[src/rtl/alu_flags_pkg.sv]
package alu_flags_pkg;

  typedef enum logic [3:0] {
    OP_ADD = 4'd0,
    OP_ADC = 4'd1,
    OP_SUB = 4'd2,
    OP_CMP = 4'd3,
    OP_AND = 4'd4,
    OP_OR  = 4'd5,
    OP_XOR = 4'd6,
    OP_NOT = 4'd7,
    OP_INC = 4'd8
  } aluOp_e;

  typedef enum logic [2:0] {
    UNIT_ARITH = 3'd0,
    UNIT_AND   = 3'd1,
    UNIT_OR    = 3'd2,
    UNIT_XOR   = 3'd3,
    UNIT_NOT   = 3'd4
  } unitSel_e;

  // strobes from control to datapath
  typedef struct packed {
    unitSel_e unitSel;
    logic     invB;
    logic     cinFromFlag;
    logic     cinOne;
    logic     bIsOne;
    logic     wrRes;
    logic     updCy;
    logic     updRest;
  } aluStrobes_t;

  typedef struct packed {
    logic s;
    logic z;
    logic ac;
    logic p;
    logic cy;
  } flagSet_t;

endpackage

[src/rtl/alu_ctrl.sv]
module alu_ctrl
  import alu_flags_pkg::*;
(
  input  logic        opValid,
  input  logic [3:0]  opCode,
  output aluStrobes_t strobes
);

  aluStrobes_t dec;

  always_comb begin
    dec = '0;
    dec.unitSel = UNIT_ARITH;
    case (opCode)
      OP_ADD: begin
        dec.wrRes = 1'b1; dec.updCy = 1'b1; dec.updRest = 1'b1;
      end
      OP_ADC: begin
        dec.cinFromFlag = 1'b1;
        dec.wrRes = 1'b1; dec.updCy = 1'b1; dec.updRest = 1'b1;
      end
      OP_SUB: begin
        dec.invB = 1'b1; dec.cinOne = 1'b1;
        dec.wrRes = 1'b1; dec.updCy = 1'b1; dec.updRest = 1'b1;
      end
      OP_CMP: begin
        dec.invB = 1'b1; dec.cinOne = 1'b1;
        dec.updCy = 1'b1; dec.updRest = 1'b1;
      end
      OP_AND: begin
        dec.unitSel = UNIT_AND;
        dec.wrRes = 1'b1; dec.updCy = 1'b1; dec.updRest = 1'b1;
      end
      OP_OR: begin
        dec.unitSel = UNIT_OR;
        dec.wrRes = 1'b1; dec.updCy = 1'b1; dec.updRest = 1'b1;
      end
      OP_XOR: begin
        dec.unitSel = UNIT_XOR;
        dec.wrRes = 1'b1; dec.updCy = 1'b1; dec.updRest = 1'b1;
      end
      OP_NOT: begin
        dec.unitSel = UNIT_NOT;
        dec.wrRes = 1'b1;
      end
      OP_INC: begin
        dec.bIsOne = 1'b1;
        dec.wrRes = 1'b1; dec.updRest = 1'b1;
      end
      default: ;
    endcase
  end

  always_comb begin
    strobes = dec;
    strobes.wrRes   = dec.wrRes   & opValid;
    strobes.updCy   = dec.updCy   & opValid;
    strobes.updRest = dec.updRest & opValid;
  end

endmodule

[src/rtl/alu_datapath.sv]
module alu_datapath
  import alu_flags_pkg::*;
#(
  parameter int DATA_W = 8
) (
  input  logic              clk,
  input  logic              rstN,
  input  aluStrobes_t       strobes,
  input  logic [DATA_W-1:0] accIn,
  input  logic [DATA_W-1:0] operandIn,
  output logic [DATA_W-1:0] resultOut,
  output flagSet_t          flagsQ
);

  localparam int NIB_W = 4;

  logic [DATA_W-1:0] bSel, bEff, logicRes;
  logic              cin;
  logic [DATA_W:0]   fullSum;
  logic [NIB_W:0]    lowSum;
  logic              arithCy, nextCy, nextAc;
  logic              isArith;

  assign bSel    = strobes.bIsOne ? DATA_W'(1) : operandIn;
  assign bEff    = strobes.invB ? ~bSel : bSel;
  assign cin     = strobes.cinOne | (strobes.cinFromFlag & flagsQ.cy);
  assign fullSum = {1'b0, accIn} + {1'b0, bEff} + {{DATA_W{1'b0}}, cin};
  assign lowSum  = {1'b0, accIn[NIB_W-1:0]} + {1'b0, bEff[NIB_W-1:0]}
                 + {{NIB_W{1'b0}}, cin};
  // subtraction carry is reported as borrow
  assign arithCy = strobes.invB ? ~fullSum[DATA_W] : fullSum[DATA_W];
  assign isArith = (strobes.unitSel == UNIT_ARITH);

  always_comb begin
    case (strobes.unitSel)
      UNIT_AND: logicRes = accIn & operandIn;
      UNIT_OR:  logicRes = accIn | operandIn;
      UNIT_XOR: logicRes = accIn ^ operandIn;
      UNIT_NOT: logicRes = ~accIn;
      default:  logicRes = '0;
    endcase
  end

  assign resultOut = isArith ? fullSum[DATA_W-1:0] : logicRes;
  assign nextCy    = isArith & arithCy;
  assign nextAc    = isArith & lowSum[NIB_W];

  always_ff @(posedge clk) begin
    if (!rstN) begin
      flagsQ <= '0;
    end else begin
      if (strobes.updCy) flagsQ.cy <= nextCy;
      if (strobes.updRest) begin
        flagsQ.s  <= resultOut[DATA_W-1];
        flagsQ.z  <= (resultOut == '0);
        flagsQ.p  <= ~^resultOut;
        flagsQ.ac <= nextAc;
      end
    end
  end


  cy_hold_chk: assert property (@(posedge clk) disable iff (!rstN)
    !strobes.updCy |=> $stable(flagsQ.cy));


  borrow_chk: assert property (@(posedge clk) disable iff (!rstN)
    (strobes.updCy && strobes.invB) |=> (flagsQ.cy == ($past(accIn) < $past(operandIn))));


  logic_cy_clr_chk: assert property (@(posedge clk) disable iff (!rstN)
    (strobes.updCy && !isArith) |=> (!flagsQ.cy && !flagsQ.ac));


  parity_chk: assert property (@(posedge clk) disable iff (!rstN)
    strobes.updRest |=> (flagsQ.p == ~^$past(resultOut)));

endmodule

[src/rtl/alu_cond_eval.sv]
module alu_cond_eval
  import alu_flags_pkg::*;
(
  input  flagSet_t   flags,
  input  logic [2:0] condCode,
  output logic       condTaken
);

  logic selFlag;

  // codes pair up: even selects "flag clear", odd selects "flag set"
  always_comb begin
    case (condCode[2:1])
      2'd0:    selFlag = flags.z;
      2'd1:    selFlag = flags.cy;
      2'd2:    selFlag = flags.p;
      default: selFlag = flags.s;
    endcase
  end

  assign condTaken = condCode[0] ? selFlag : ~selFlag;

endmodule

[src/rtl/alu_flags_top.sv]
module alu_flags_top
  import alu_flags_pkg::*;
#(
  parameter int DATA_W = 8
) (
  input  logic              clk,
  input  logic              rstN,
  input  logic              opValid,
  input  logic [3:0]        opCode,
  input  logic [DATA_W-1:0] accIn,
  input  logic [DATA_W-1:0] operandIn,
  input  logic [2:0]        condCode,
  output logic [DATA_W-1:0] resultOut,
  output logic              resultWe,
  output logic [7:0]        statusWord,
  output logic              condTaken
);

  aluStrobes_t strobes;
  flagSet_t    flagsQ;

  alu_ctrl i_ctrl (
    .opValid (opValid),
    .opCode  (opCode),
    .strobes (strobes)
  );

  alu_datapath #(.DATA_W(DATA_W)) i_dp (
    .clk       (clk),
    .rstN      (rstN),
    .strobes   (strobes),
    .accIn     (accIn),
    .operandIn (operandIn),
    .resultOut (resultOut),
    .flagsQ    (flagsQ)
  );

  alu_cond_eval i_cond (
    .flags     (flagsQ),
    .condCode  (condCode),
    .condTaken (condTaken)
  );

  assign resultWe   = strobes.wrRes;
  assign statusWord = {flagsQ.s, flagsQ.z, 1'b0, flagsQ.ac,
                       1'b0, flagsQ.p, 1'b1, flagsQ.cy};


  cmp_no_write_chk: assert property (@(posedge clk) disable iff (!rstN)
    (opValid && opCode == 4'd3) |-> !resultWe);


  idle_hold_chk: assert property (@(posedge clk) disable iff (!rstN)
    !opValid |=> $stable(statusWord));


  carry_cond_chk: assert property (@(posedge clk) disable iff (!rstN)
    (condCode == 3'd3) |-> (condTaken == statusWord[0]));

endmodule

[config.mk]
export PLATFORM = sky130hd
export DESIGN_NAME = alu_flags_top
export DESIGN_NICKNAME = d
export VERILOG_FILES = /design/src/rtl/alu_flags_pkg.sv /design/src/rtl/alu_ctrl.sv /design/src/rtl/alu_datapath.sv /design/src/rtl/alu_cond_eval.sv /design/src/rtl/alu_flags_top.sv
export SDC_FILE = /design/constraint.sdc
export NUM_CORES = 1
export LEC_CHECK = 0
export BUFFER_PORTS_ARGS = -buffer_cell sky130_fd_sc_hd__buf_2
export CORE_UTILIZATION = 55
export DETAILED_ROUTE_END_ITERATION = 16
export GPL_TIMING_DRIVEN = 0
export PLACE_DENSITY_LB_ADDON = 0.12
export REMOVE_ABC_BUFFERS = 1
export SYNTH_ARGS = -nofsm -noshare
export SYNTH_HDL_FRONTEND = slang
export SYNTH_SLANG_ARGS = --single-unit
[constraint.sdc]
create_clock -name clk -period 9.6 [get_ports clk]
set_input_delay 1.44 -clock clk [delete_from_list [all_inputs] [get_ports clk]]
set_output_delay 1.44 -clock clk [all_outputs]
set_load 0.03 [all_outputs]
### Word-level counts from Yosys, hierarchy flattened

Cells that the tools add are included.
Widths: inputs -> output; s select.

* flip-flop bits (word level): 5
* logic and storage cells: 60

* $add $sub $neg: 4
* equal/unequal tests: 14
* multiplexer cells: 14
* bitwise logic cells: 14
* reductions and logical operators: 9

Operators by type and width (number)
* $pmux 8 s4: 1
* $mux 8: 3
* $eq 4x3->1 const B: 4
* $not 8->8: 2
* $reduce_or 8->1: 2
* $pmux 3 s4: 1
* $add 8x8->9: 1
* $add 9x1->9: 1
* $and 8x8->8: 1
* $eq 4x2->1 const B: 2
* $logic_not 8->1: 1
* $mux 1: 8
* $or 8x8->8: 1
* $reduce_xnor 8->1: 1
* $xor 8x8->8: 1
* $reduce_or 7->1: 1
* $and 1x1->1: 6
* $eq 3x2->1 const B: 2
* $add 4x4->5: 1
* $add 5x1->5: 1
* $eq 4x1->1 const B: 1
* $eq 4x4->1 const B: 1
* $logic_not 4->1: 1
* $eq 3x1->1 const B: 1
* other kinds (9): 10

### Logic depth before layout (Yosys ltp)

* depth in word-level cells: 10
* mapped depth: 17
* mapped depth without buffers: 15

### Modules after synthesis

From an unflattened synthesis, not the netlist that was laid out.

* cells, all modules: 218
* area total of the unflattened synthesis: 1696.6 µm²

Modules (own cells, without submodules)
* alu_datapath: instances 1, cells an instance 192, area each 1498.9 µm², sequential area each 100.1 µm²
* alu_ctrl: instances 1, cells an instance 19, area each 136.4 µm², sequential area each 0.0 µm²
* alu_cond_eval: instances 1, cells an instance 2, area each 31.3 µm², sequential area each 0.0 µm²
* alu_flags_top: instances 1, cells an instance 5, area each 30.0 µm², sequential area each 0.0 µm²

### Least setup slack after synthesis

Ideal clock, no wire load.

* path type: input to output
* start point: input port opCode[0]
* end point: output port resultOut[6]
* arrival: 3.801 ns
* data required time: 8.160 ns
* path slack: 4.359 ns
* stages on the path: 12
* buffers on the path: 2
* path through: buf_4 -> or3_1 -> buf_2 -> nand2_1 -> a221oi_1 -> fa_1 -> fa_1 -> nor2b_2 -> o21ai_2 -> a21oi_1 -> or3_1 -> a31o_1

* word-level cells in the longest chain between the ends: 8
* elaborated cells between the ends (all ways): 27
* classes of those cells: 2 x add/sub; 12 x eq/ne; 8 x mux; 3 x bitwise; 2 x reduce/logical

RTL lines
* start, declared: line alu_flags_top.sv:9 `input logic [3:0] opCode,`
* $eq 4x4->1: line alu_ctrl.sv:14 `case (opCode)`
* $mux 1: line alu_ctrl.sv:14
* $mux 8: line alu_datapath.sv:24 `assign bSel = strobes.bIsOne ? DATA_W'(1) : operandIn;`
* $not 8->8: line alu_datapath.sv:25 `assign bEff = strobes.invB ? ~bSel : bSel;`
* $mux 8: line alu_datapath.sv:25
* $add 8x8->9: line alu_datapath.sv:27 `assign fullSum = {1'b0, accIn} + {1'b0, bEff} + {{DATA_W{1'b0}}, cin};`
* $add 9x1->9: line alu_datapath.sv:27
* $mux 8 *: line alu_datapath.sv:44 `assign resultOut = isArith ? fullSum[DATA_W-1:0] : logicRes;`
* end, declared: line alu_flags_top.sv:13 `output logic [DATA_W-1:0] resultOut,`

Mark *: on every way between the ends. The rest lies on a longest branch, timed or not.

### Worst setup path after layout

* start point: input port opCode[1]
* end point: output port resultOut[6]

The elaborated chain is that of the path after synthesis.

==> results.sh <==
export IMPL_track_usage=0.2267
export IMPL_slowest_delay_ns=0.64
export IMPL_largest_register="i_dp.flagsQ"
export IMPL_p_int_mw=0.09764
export IMPL_instances_no_fill=277
export IMPL_critPathMaxFanout=22
export IMPL_numCtsBuffers=3
export IMPL_finalCriticalPeriod_ns=5.839
export IMPL_slowest_stage="nor2b_1"
export IMPL_overflow=0
export IMPL_critPathArrivalTime_ns=4.40
export IMPL_postCtsHoldBufs=0
export IMPL_routedWlPerCell_um=12.26
export IMPL_dp_cells=273
export IMPL_die_x_um=55.88
export IMPL_timing_fmax_mhz=171.3
export IMPL_clock_latency_ns=0.25
export IMPL_rsz0062_at_grt="no"
export IMPL_num_io_pins=44
export IMPL_setup_viol_count_final=0
export IMPL_synth_compound_area_share=0.2539
export IMPL_synth_edff_count=0
export IMPL_power_frac_clock=0.134
export IMPL_grt_start_max_net_pins=28
export IMPL_drive_above_1_share=0.2276
export IMPL_crit_path_start_kind="input pin"
export IMPL_via_per_inst=5.661
export IMPL_leakage_nw=0.9093
export IMPL_rows=19
export IMPL_pwr_share_comb=0.736
export IMPL_dieHeight_um=55.88
export IMPL_area_growth_pct=11.05
export IMPL_gp_congestion=0.8500
export IMPL_ys_types=48
export IMPL_sw_frac_of_total=0.4953
export IMPL_status="finished, final reports clean"
export IMPL_hold_violations=0
export IMPL_cp_end_kind="output port"
export IMPL_hold_class="reg2reg"
export IMPL_synthArstFlopShare=0
export IMPL_nNetsFinal=303
export IMPL_first_global_vias=1322
export IMPL_antenna_cells=0
export IMPL_synthAdderAreaFrac=0.2445
export IMPL_cts_setup_buffers=0
export IMPL_synth_cell_area_um2=1597
export IMPL_switching_power_mw=0.09581
export IMPL_portBuffers=40
export IMPL_largest_reg_flops=5
export IMPL_path_clk_slew_ns=0.04
export IMPL_total_power_mw=0.1934
export IMPL_powerDensity_nw_per_um2=109.1
export IMPL_reg_top3="i_dp.flagsQ: 5 flops"
export IMPL_cts_resized=0
export IMPL_cp_top_family="simple AND/OR/NAND/NOR gates"
export IMPL_routed_wl_mm=3.397
export IMPL_ir_drop_uv=85.79
export IMPL_antenna_found_initial=0
export IMPL_skew_ns=0.005783
export IMPL_n_fill_cell=279
export IMPL_hpwl_mm=2.682
export IMPL_drc_errors=0
export IMPL_syn_inst=215
export IMPL_ys_ff_latch=5
export IMPL_num_vias=1568
export IMPL_synth_ff_type="dfxtp_1"
export IMPL_relSlewSlack=0.4609
export IMPL_final_cell_mix="40 x buf_2, 28 x ha_1, 25 x inv_1"
export IMPL_path_cells="buf_2 > nor2b_1 > nor2_1 > a221oi_1 > fa_1 > fa_1 > nor2b_2 > o21ai_2 > a21oi_1 > or3_1 > a31o_1 > buf_2"
export IMPL_slew_violations=0
export IMPL_cap_violations=0
export IMPL_die_area_um2=3122
export IMPL_synth_mux_area_frac=0.07680
export IMPL_htreeDepth=1
export IMPL_holdWs_ns=0.4750
export IMPL_yosysWarnings=0
export IMPL_seqPwrFrac=0.130
export IMPL_first_pass_iters=4
export IMPL_root_buffer="clkbuf_4"
export IMPL_drtAntennaViolNets=0
export IMPL_final_common_cell="buf_2"
export IMPL_fin_tns_setup_ns=0
export IMPL_start_util=0.5789
export IMPL_clockBufferDepth=2
export IMPL_clock_sinks=5
export IMPL_tritoncts="yes"
export IMPL_crit_type="in2out"
export IMPL_grt_pass1_wl_mm=5.658
export IMPL_crit_buf_inv=2
export IMPL_layout_worst_path_cycle_share=0.6082
export IMPL_drtIter0Drc=60
export IMPL_tightest_slew_ns=0.8086
export IMPL_cp_required_ns=8.16
export IMPL_ys_seq_area_frac=0.06270
export IMPL_core_area_um2=2758
export IMPL_synth_xor_area_frac=0.03292
export IMPL_synth_avg_cell_area_um2=7.426
export IMPL_post_route_util=0.6429
export IMPL_yosys_area_share_simple=0.2053
export IMPL_synth_top_family_by_area="compound AO/OA/AOI/OAI gates"
power groups by stage:
stage	clock network [mW]	logic, mW	registers (mW)
detailed placement	0	0.142	0.0256
CTS	0.0256	0.143	0.0253
finish	0.0259	0.142	0.0252
floorplan	0	0.0997	0.0306
global route	0.0282	0.157	0.0256
global placement	0	0.141	0.0256
cells by family after synthesis:
family | after synthesis
simple gates | 68
compound gates | 58
buf+inv | 40
fa+ha+maj | 30
xor+xnor | 6
mux | 6
flops | 5
other cells | 2
per-stage QoR:
step / instance area (um^2) / setup WS, ns
after floorplan: 1508 / 4.459
after CTS: 1773 / 3.749
after detailed placement: 1747 / 3.751
after global placement: 1747 / 3.747
after global routing: 1773 / 3.563
final: 1773 / 3.761
worst register-to-register path, delay by kind of cell, from the launching register on:
| family | cells | cell delay (ns) |
|---|---|---|
| adder cells (fa/ha/maj) | 3 | 1.11 |
| multiplexers | 1 | 0.09 |
| AND/OR/NAND/NOR | 3 | 0.31 |
| XOR/XNOR | 2 | 0.33 |
| flip-flops | 1 | 0.37 |
| AO/OA/AOI/OAI | 5 | 0.79 |
final cells by class:
type,count,area [um^2],share of cell area
multi-input combinational,171,1310,0.7389
timing repair buffer,40,200.2,0.1129
sequential,5,100.1,0.05646
inverter,26,97.59,0.05505
tap,31,38.79,0.02188
clock buffer,4,26.28,0.01482
final timing paths:
path                            slack, ns           start              to  cells after the start
worst max-delay path                 3.76       opCode[1]    resultOut[6]                     12
worst min register to register       0.48  i_dp.flagsQ[3]  i_dp.flagsQ[3]                      2
worst min-delay path                 0.48  i_dp.flagsQ[3]  i_dp.flagsQ[3]                      2
worst max register to register       6.55  i_dp.flagsQ[0]  i_dp.flagsQ[1]                     14
cells in the mapped netlist, types with 5 or more instances:
cell type,count,share of area
nand3_1,5,0.016
ha_1,28,0.22
mux4_2,5,0.071
a221oi_1,7,0.038
xnor2_1,5,0.027
a21oi_1,12,0.038
nor2_1,17,0.040
o21a_1,5,0.024
dfxtp_1,5,0.063
nand2_1,22,0.052
inv_1,25,0.059
o21ai_0,9,0.028
nor2b_1,8,0.031
buf_4,5,0.024
per-layer routing:
layer  routed length [um]  track usage
met1                 1638       0.2886
met2                 1596       0.4131
met3                  145      0.03488
met4                   17      0.03136
met5                    0            0
Power figures use the tool's default switching activity.
